==> src/rtl/dma_cycle_seq.sv <==
module dma_cycle_seq #(
  parameter int AW  = 16,
  parameter int DW  = 16,
  parameter int WCW = 2
) (
  input  logic           clk,
  input  logic           rst_n,
  input  logic           req,
  input  logic           wr,
  input  logic [AW-1:0]  addr,
  input  logic [DW-1:0]  wdata,
  input  logic [WCW-1:0] wait_cnt,
  input  logic           sync_mode,
  input  logic           rdy,
  input  logic [DW-1:0]  bus_rdata,
  output logic           bus_t1,
  output logic           bus_rd,
  output logic           bus_wr,
  output logic [AW-1:0]  bus_addr,
  output logic [DW-1:0]  bus_wdata,
  output logic [DW-1:0]  rdata,
  output logic           done,
  output logic           busy
);
  typedef enum logic [1:0] {S_IDLE, S_T1, S_T2} st_t;

  st_t            st;
  logic [WCW-1:0] cnt;
  logic           wr_q, sync_q;
  logic [1:0]     rsync;
  logic           rdy_eff, last;

  always_ff @(posedge clk) begin
    if (!rst_n) rsync <= '0;
    else        rsync <= {rsync[0], rdy};
  end

  assign rdy_eff = sync_q ? rdy : rsync[1];
  assign last    = (st == S_T2) && (cnt == '0) && rdy_eff;

  always_ff @(posedge clk) begin
    if (!rst_n) begin
      st        <= S_IDLE;
      cnt       <= '0;
      wr_q      <= 1'b0;
      sync_q    <= 1'b0;
      bus_addr  <= '0;
      bus_wdata <= '0;
      rdata     <= '0;
      done      <= 1'b0;
    end else begin
      done <= 1'b0;
      case (st)
        S_IDLE: if (req) begin
          st        <= S_T1;
          cnt       <= wait_cnt;
          wr_q      <= wr;
          sync_q    <= sync_mode;
          bus_addr  <= addr;
          bus_wdata <= wdata;
        end
        S_T1: st <= S_T2;
        S_T2: begin
          if (cnt != '0) cnt <= cnt - 1'b1;
          else if (last) begin
            st   <= S_IDLE;
            done <= 1'b1;
            if (!wr_q) rdata <= bus_rdata;
          end
        end
        default: st <= S_IDLE;
      endcase
    end
  end

  assign busy   = (st != S_IDLE);
  assign bus_t1 = (st == S_T1);
  assign bus_rd = busy & ~wr_q;
  assign bus_wr = busy & wr_q;
endmodule

==> config.mk <==
export PLATFORM = sky130hd
export DESIGN_NAME = dma_cycle_seq
export DESIGN_NICKNAME = d
export VERILOG_FILES = /design/src/rtl/dma_cycle_seq.sv
export SDC_FILE = /design/constraint.sdc
export NUM_CORES = 1
export LEC_CHECK = 0
export ABC_AREA = 0
export CAP_MARGIN = 20
export CORE_UTILIZATION = 43
export DETAILED_ROUTE_END_ITERATION = 7
export HOLD_SLACK_MARGIN = 0.1
export PLACE_DENSITY = 0.89
export SLEW_MARGIN = 20
export SYNTH_ARGS = -nofsm -noshare
export SYNTH_HDL_FRONTEND = slang
export SYNTH_SLANG_ARGS = --single-unit
==> constraint.sdc <==
create_clock -name clk -period 4.35 [get_ports clk]
set_input_delay 0.435 -clock clk [delete_from_list [all_inputs] [get_ports clk]]
set_output_delay 0.435 -clock clk [all_outputs]
set_load 0.05 [all_outputs]
# Word level (Yosys, flattened, before mapping)
# Cells that the tools add are included.
[totals]
in_bits = 56
output_inout_bits = 53
elab_cells = 43
register_bits = 57
[classes]
n_reduce_logical = 12
n_eq_ne = 6
muxes = 9
n_bitwise = 6
n_addsub = 1
[op_table]
columns = ["cell", "count"]
rows = [
  ["2-to-1 mux 2 bit", 5],
  ["inequality test 2 bit, second input constant", 3],
  ["one-hot mux 2 bit (3 select lines)", 1],
  ["AND reduction 3 bit", 2],
  ["nonzero test 2 bit", 3],
  ["logical NOT 2 bit", 2],
  ["NOT 1 bit", 4],
  ["one-hot mux 2 bit (2 select lines)", 1],
  ["AND reduction 4 bit", 1],
  ["OR reduction 3 bit", 1],
  ["bitwise AND 1 bit", 2],
  ["equality test 2 x 1 -> 1 bit, second input constant", 1],
  ["equality test 2 bit, second input constant", 1],
  ["logical AND 1 bit", 2],
  ["2-to-1 mux 1 bit", 2],
  ["inequality test 2 x 1 -> 1 bit, second input constant", 1],
  ["AND reduction 2 bit", 1],
  ["subtractor 2 x 1 -> 2 bit, second input constant", 1],
]

# Longest topological paths before layout
[depth]
depth_word = 6
depth_mapped = 6
mapped_depth_nobuf = 5

# Least setup slack after synthesis
# No wires, ideal clock.
[synth_path]
path_type = "register to output"
from = "reg st[1]"
to = "out bus_rd"
n_path_buf = 0
path_stages_with_launch = 3
setup_slack_ns = 2.388
arrival_time_ns = 1.527
required_ns = 3.915
cell_sequence = "dfxtp_1 or2_2 nor2b_1"
[synth_via]
elab_chain_cells = 2
[synth_rtl]
columns = ["element", "line", "source"]
rows = [
  ["start, declared", "27", "st_t st;"],
  ["start signal, assigned", "43", "st <= S_IDLE;"],
  ["start signal, assigned", "55", "st <= S_T1;"],
  ["start signal, assigned", "62", "S_T1: st <= S_T2;"],
  ["nonzero test 2 bit", "76", "assign busy = (st != S_IDLE);"],
  ["via busy", "23", "output logic busy"],
  ["bitwise AND 1 bit", "78", "assign bus_rd = busy & ~wr_q;"],
  ["end, declared", "17", "output logic bus_rd,"],
]
# The timed path passes the listed nets, and every way through them passes these cells.

# Final worst setup path
[layout_path]
from = "reg st[1]"
to = "out bus_rd"
[layout_via]
elab_chain_cells = 2
[layout_rtl]
columns = ["element", "line"]
rows = [
  ["nonzero test 2 bit", "76"],
  ["bitwise AND 1 bit", "78"],
]
# No other way between the ends.

==> metrics.txt <==
Worst Path Max Fanout 7; first-iteration detailed-routing DRC count 83; ant diodes 0; worst-margin pin slew 0.727 ns; antenna-violating nets left 0; crit path buf inv count 1; Worst IR Drop VDD 0.000248 V; yosys warns 0; Post-Layout Cell Count 429; Synth Flop Type dfxtp_1; synth top area cells dfxtp_1 51%, nand2_1 17%, a21boi_0 11%, mux2i_1 7.6%, clkbuf_1 2.0%; commonest non-fill, non-tap cell in the layout clkdlybuf4s50_1; flop2flop setup slack 2.59 ns; First-pass DRT Iterations 4; FF+latch count, synth 57; first-pass GRT wire length 8530 um; Synth Net Count 310; critical path class flop to output port; total routed wirelength 5190 um; Final Setup Violations 0; starting density of the core 0.459; worst reg-to-reg path cell count 6; Total GRT Usage 0.205; Floorplan Core Area 0.00485 sq mm; Final HPWL DP 3620 um; register area share after synthesis 0.513; slowest cell on the critical path clkdlybuf4s50_1; post-CTS setup buffers 0; Num CTS Buffers 9; nets 415; Slew HR 0.515; Hold Violations, Final 0; crit end category output port; Post-Syn Area 0.00223 sq mm; Max Freq 418 MHz; grt ovf 0; CP delay by family, top buffers and inverters; standard-cell rows 25; Post-synth EDFFs 0; I/O pin total 109; routability cong. 0.710; Die Ht 73.9 um; Power Density 362 mW/mm^2; syn_area_per_cell 8.80 sq um; Design Power 1.28 mW; clock sinks 57; Leakage 1.31 nW; Setup TNS Final 0 ns; fin crit share 0.550; final worst path period need 2.39 ns; post-CTS sizing 0; DR WL/cell 12.1 um; FF-to-FF End rdata[3]$_SDFFE_PN0P_; worst r2r src cnt[1]$_SDFFE_PN0P_; Final Worst Setup Slack 1.96 ns; Vias/cell 4.72; hold_buf cts 0; CTS Buffer Depth 2; Vias 2023; Root Buffer clkbuf_8; clk_skew 0.00514 ns; clock-pin slew on the worst setup and hold paths 0.06 ns; Post-Synthesis Cells 253; share of post-route cells with drive strength above 1 0.0663; Layout Area Growth over Synthesis 58.5%; Crit. Startpoint st[1]$_SDFFE_PN0P_; status finished clean; DP Worst Slack 2.15 ns; initial antenna violation count 0; port bufs 108; Yosys top cell by area dfxtp_1; most frequent cells in the layout 107 x clkdlybuf4s50_1, 102 x nand2_1, 57 x dfxtp_1; CTS tree built; crit path launch type flop; crit path to bus_rd; Slowest Stage Delay on Critical Path 0.81 ns; Die Area 0.00547 sq mm; Synth top area share 0.513; largest net degree at the start of global routing 75; H-tree depth 3; Worst-Skew Late Latency 0.32 ns; CP arrival 1.96 ns; Critical Path RT 3.91 ns; Die Wd 73.9 um; critical path depth 3; FFs w/ async S/R, synth 0; RSZ-0062 raised after global routing false; Inst Count DP 414; # DRC 0; Pins Over Slew Limit 0; number of global-route vias before repair 1995; Netlist cell types 28; critical path cell sequence or2_2 -> nor2b_1 -> clkdlybuf4s50_1; HP Class flop to flop; Max-cap violations 0
## worst min-delay path by stage
stage                     cells past startpoint                 from                   to
after floorplan                               1  rsync[0]$_SDFF_PN0_  rsync[1]$_SDFF_PN0_
after global placement                        1  rsync[0]$_SDFF_PN0_  rsync[1]$_SDFF_PN0_
after detailed placement                      1  rsync[0]$_SDFF_PN0_  rsync[1]$_SDFF_PN0_
after CTS                                     1  rsync[0]$_SDFF_PN0_  rsync[1]$_SDFF_PN0_
after global routing                          1  rsync[0]$_SDFF_PN0_  rsync[1]$_SDFF_PN0_
final                                         1  rsync[0]$_SDFF_PN0_  rsync[1]$_SDFF_PN0_
## flip-flops by register name, indices dropped and copies added (netlist names)
name	count
bus_addr	16
bus_wdata	16
rdata	16
cnt	2
rsync	2
st	2
done	1
sync_q	1
wr_q	1
## report_power, final
group          internal [mW]  total [mW]  switching (mW)  leakage [nW]
sequential             0.550       0.567          0.0168         0.466
clock                  0.247       0.434           0.187        0.0980
combinational          0.117       0.277           0.159         0.747
## routing by layer
layer  track usage  vias to the layer above  routed length [um]
met1         0.231                      919                2220
met5             0                        -                   0
li1              -                     1023                   -
met4         0.103                        0                  83
met2         0.354                       72                2510
met3        0.0569                        9                 389
## cell families (layout without fill, tap and decap cells)
group           after synthesis  after routing  synth area share
compound gates               40             40             0.137
fa+ha+maj                     1              1           0.00562
buf+inv                      19            128            0.0360
flops                        57             57             0.513
mux                          17             17            0.0764
simple gates                119            119             0.232
## worst reg2reg max path: stages, from the launching register on
cell and delay, ns:
dfxtp_1 0.31, inv_1 0.08, ha_1 0.23, inv_1 0.11
nor4_4 0.43, buf_4 0.33, mux2i_1 0.21
## Yosys cell counts (2+ instances only)
cell type  count
nand2_1      102
dfxtp_1       57
a21boi_0      34
mux2i_1       17
clkbuf_1      12
and2_1         4
inv_1          3
buf_1          2
nor2_1         2
nor2b_1        2
## through the flow
stage          area, sq um  hold slack (ns)   util
6_report              3530            0.440  0.728
5_1_grt               3530            0.471  0.728
4_1_cts               3530            0.448  0.727
3_5_place_dp          3350            0.435  0.690
3_3_place_gp          3330            0.417  0.687
2_1_floorplan         2230            0.412      -
## area by class of cell
cell class,count,area (sq um)
Fill cell,390,1320
Sequential cell,57,1140
Timing Repair Buffer,110,1100
Multi-Input combinational cell,177,1010
Clock buffer,12,165
Tap cell,67,83.8
Clock inverter,3,15.0
Inverter,3,11.3
Power figures use the tool's default switching activity.
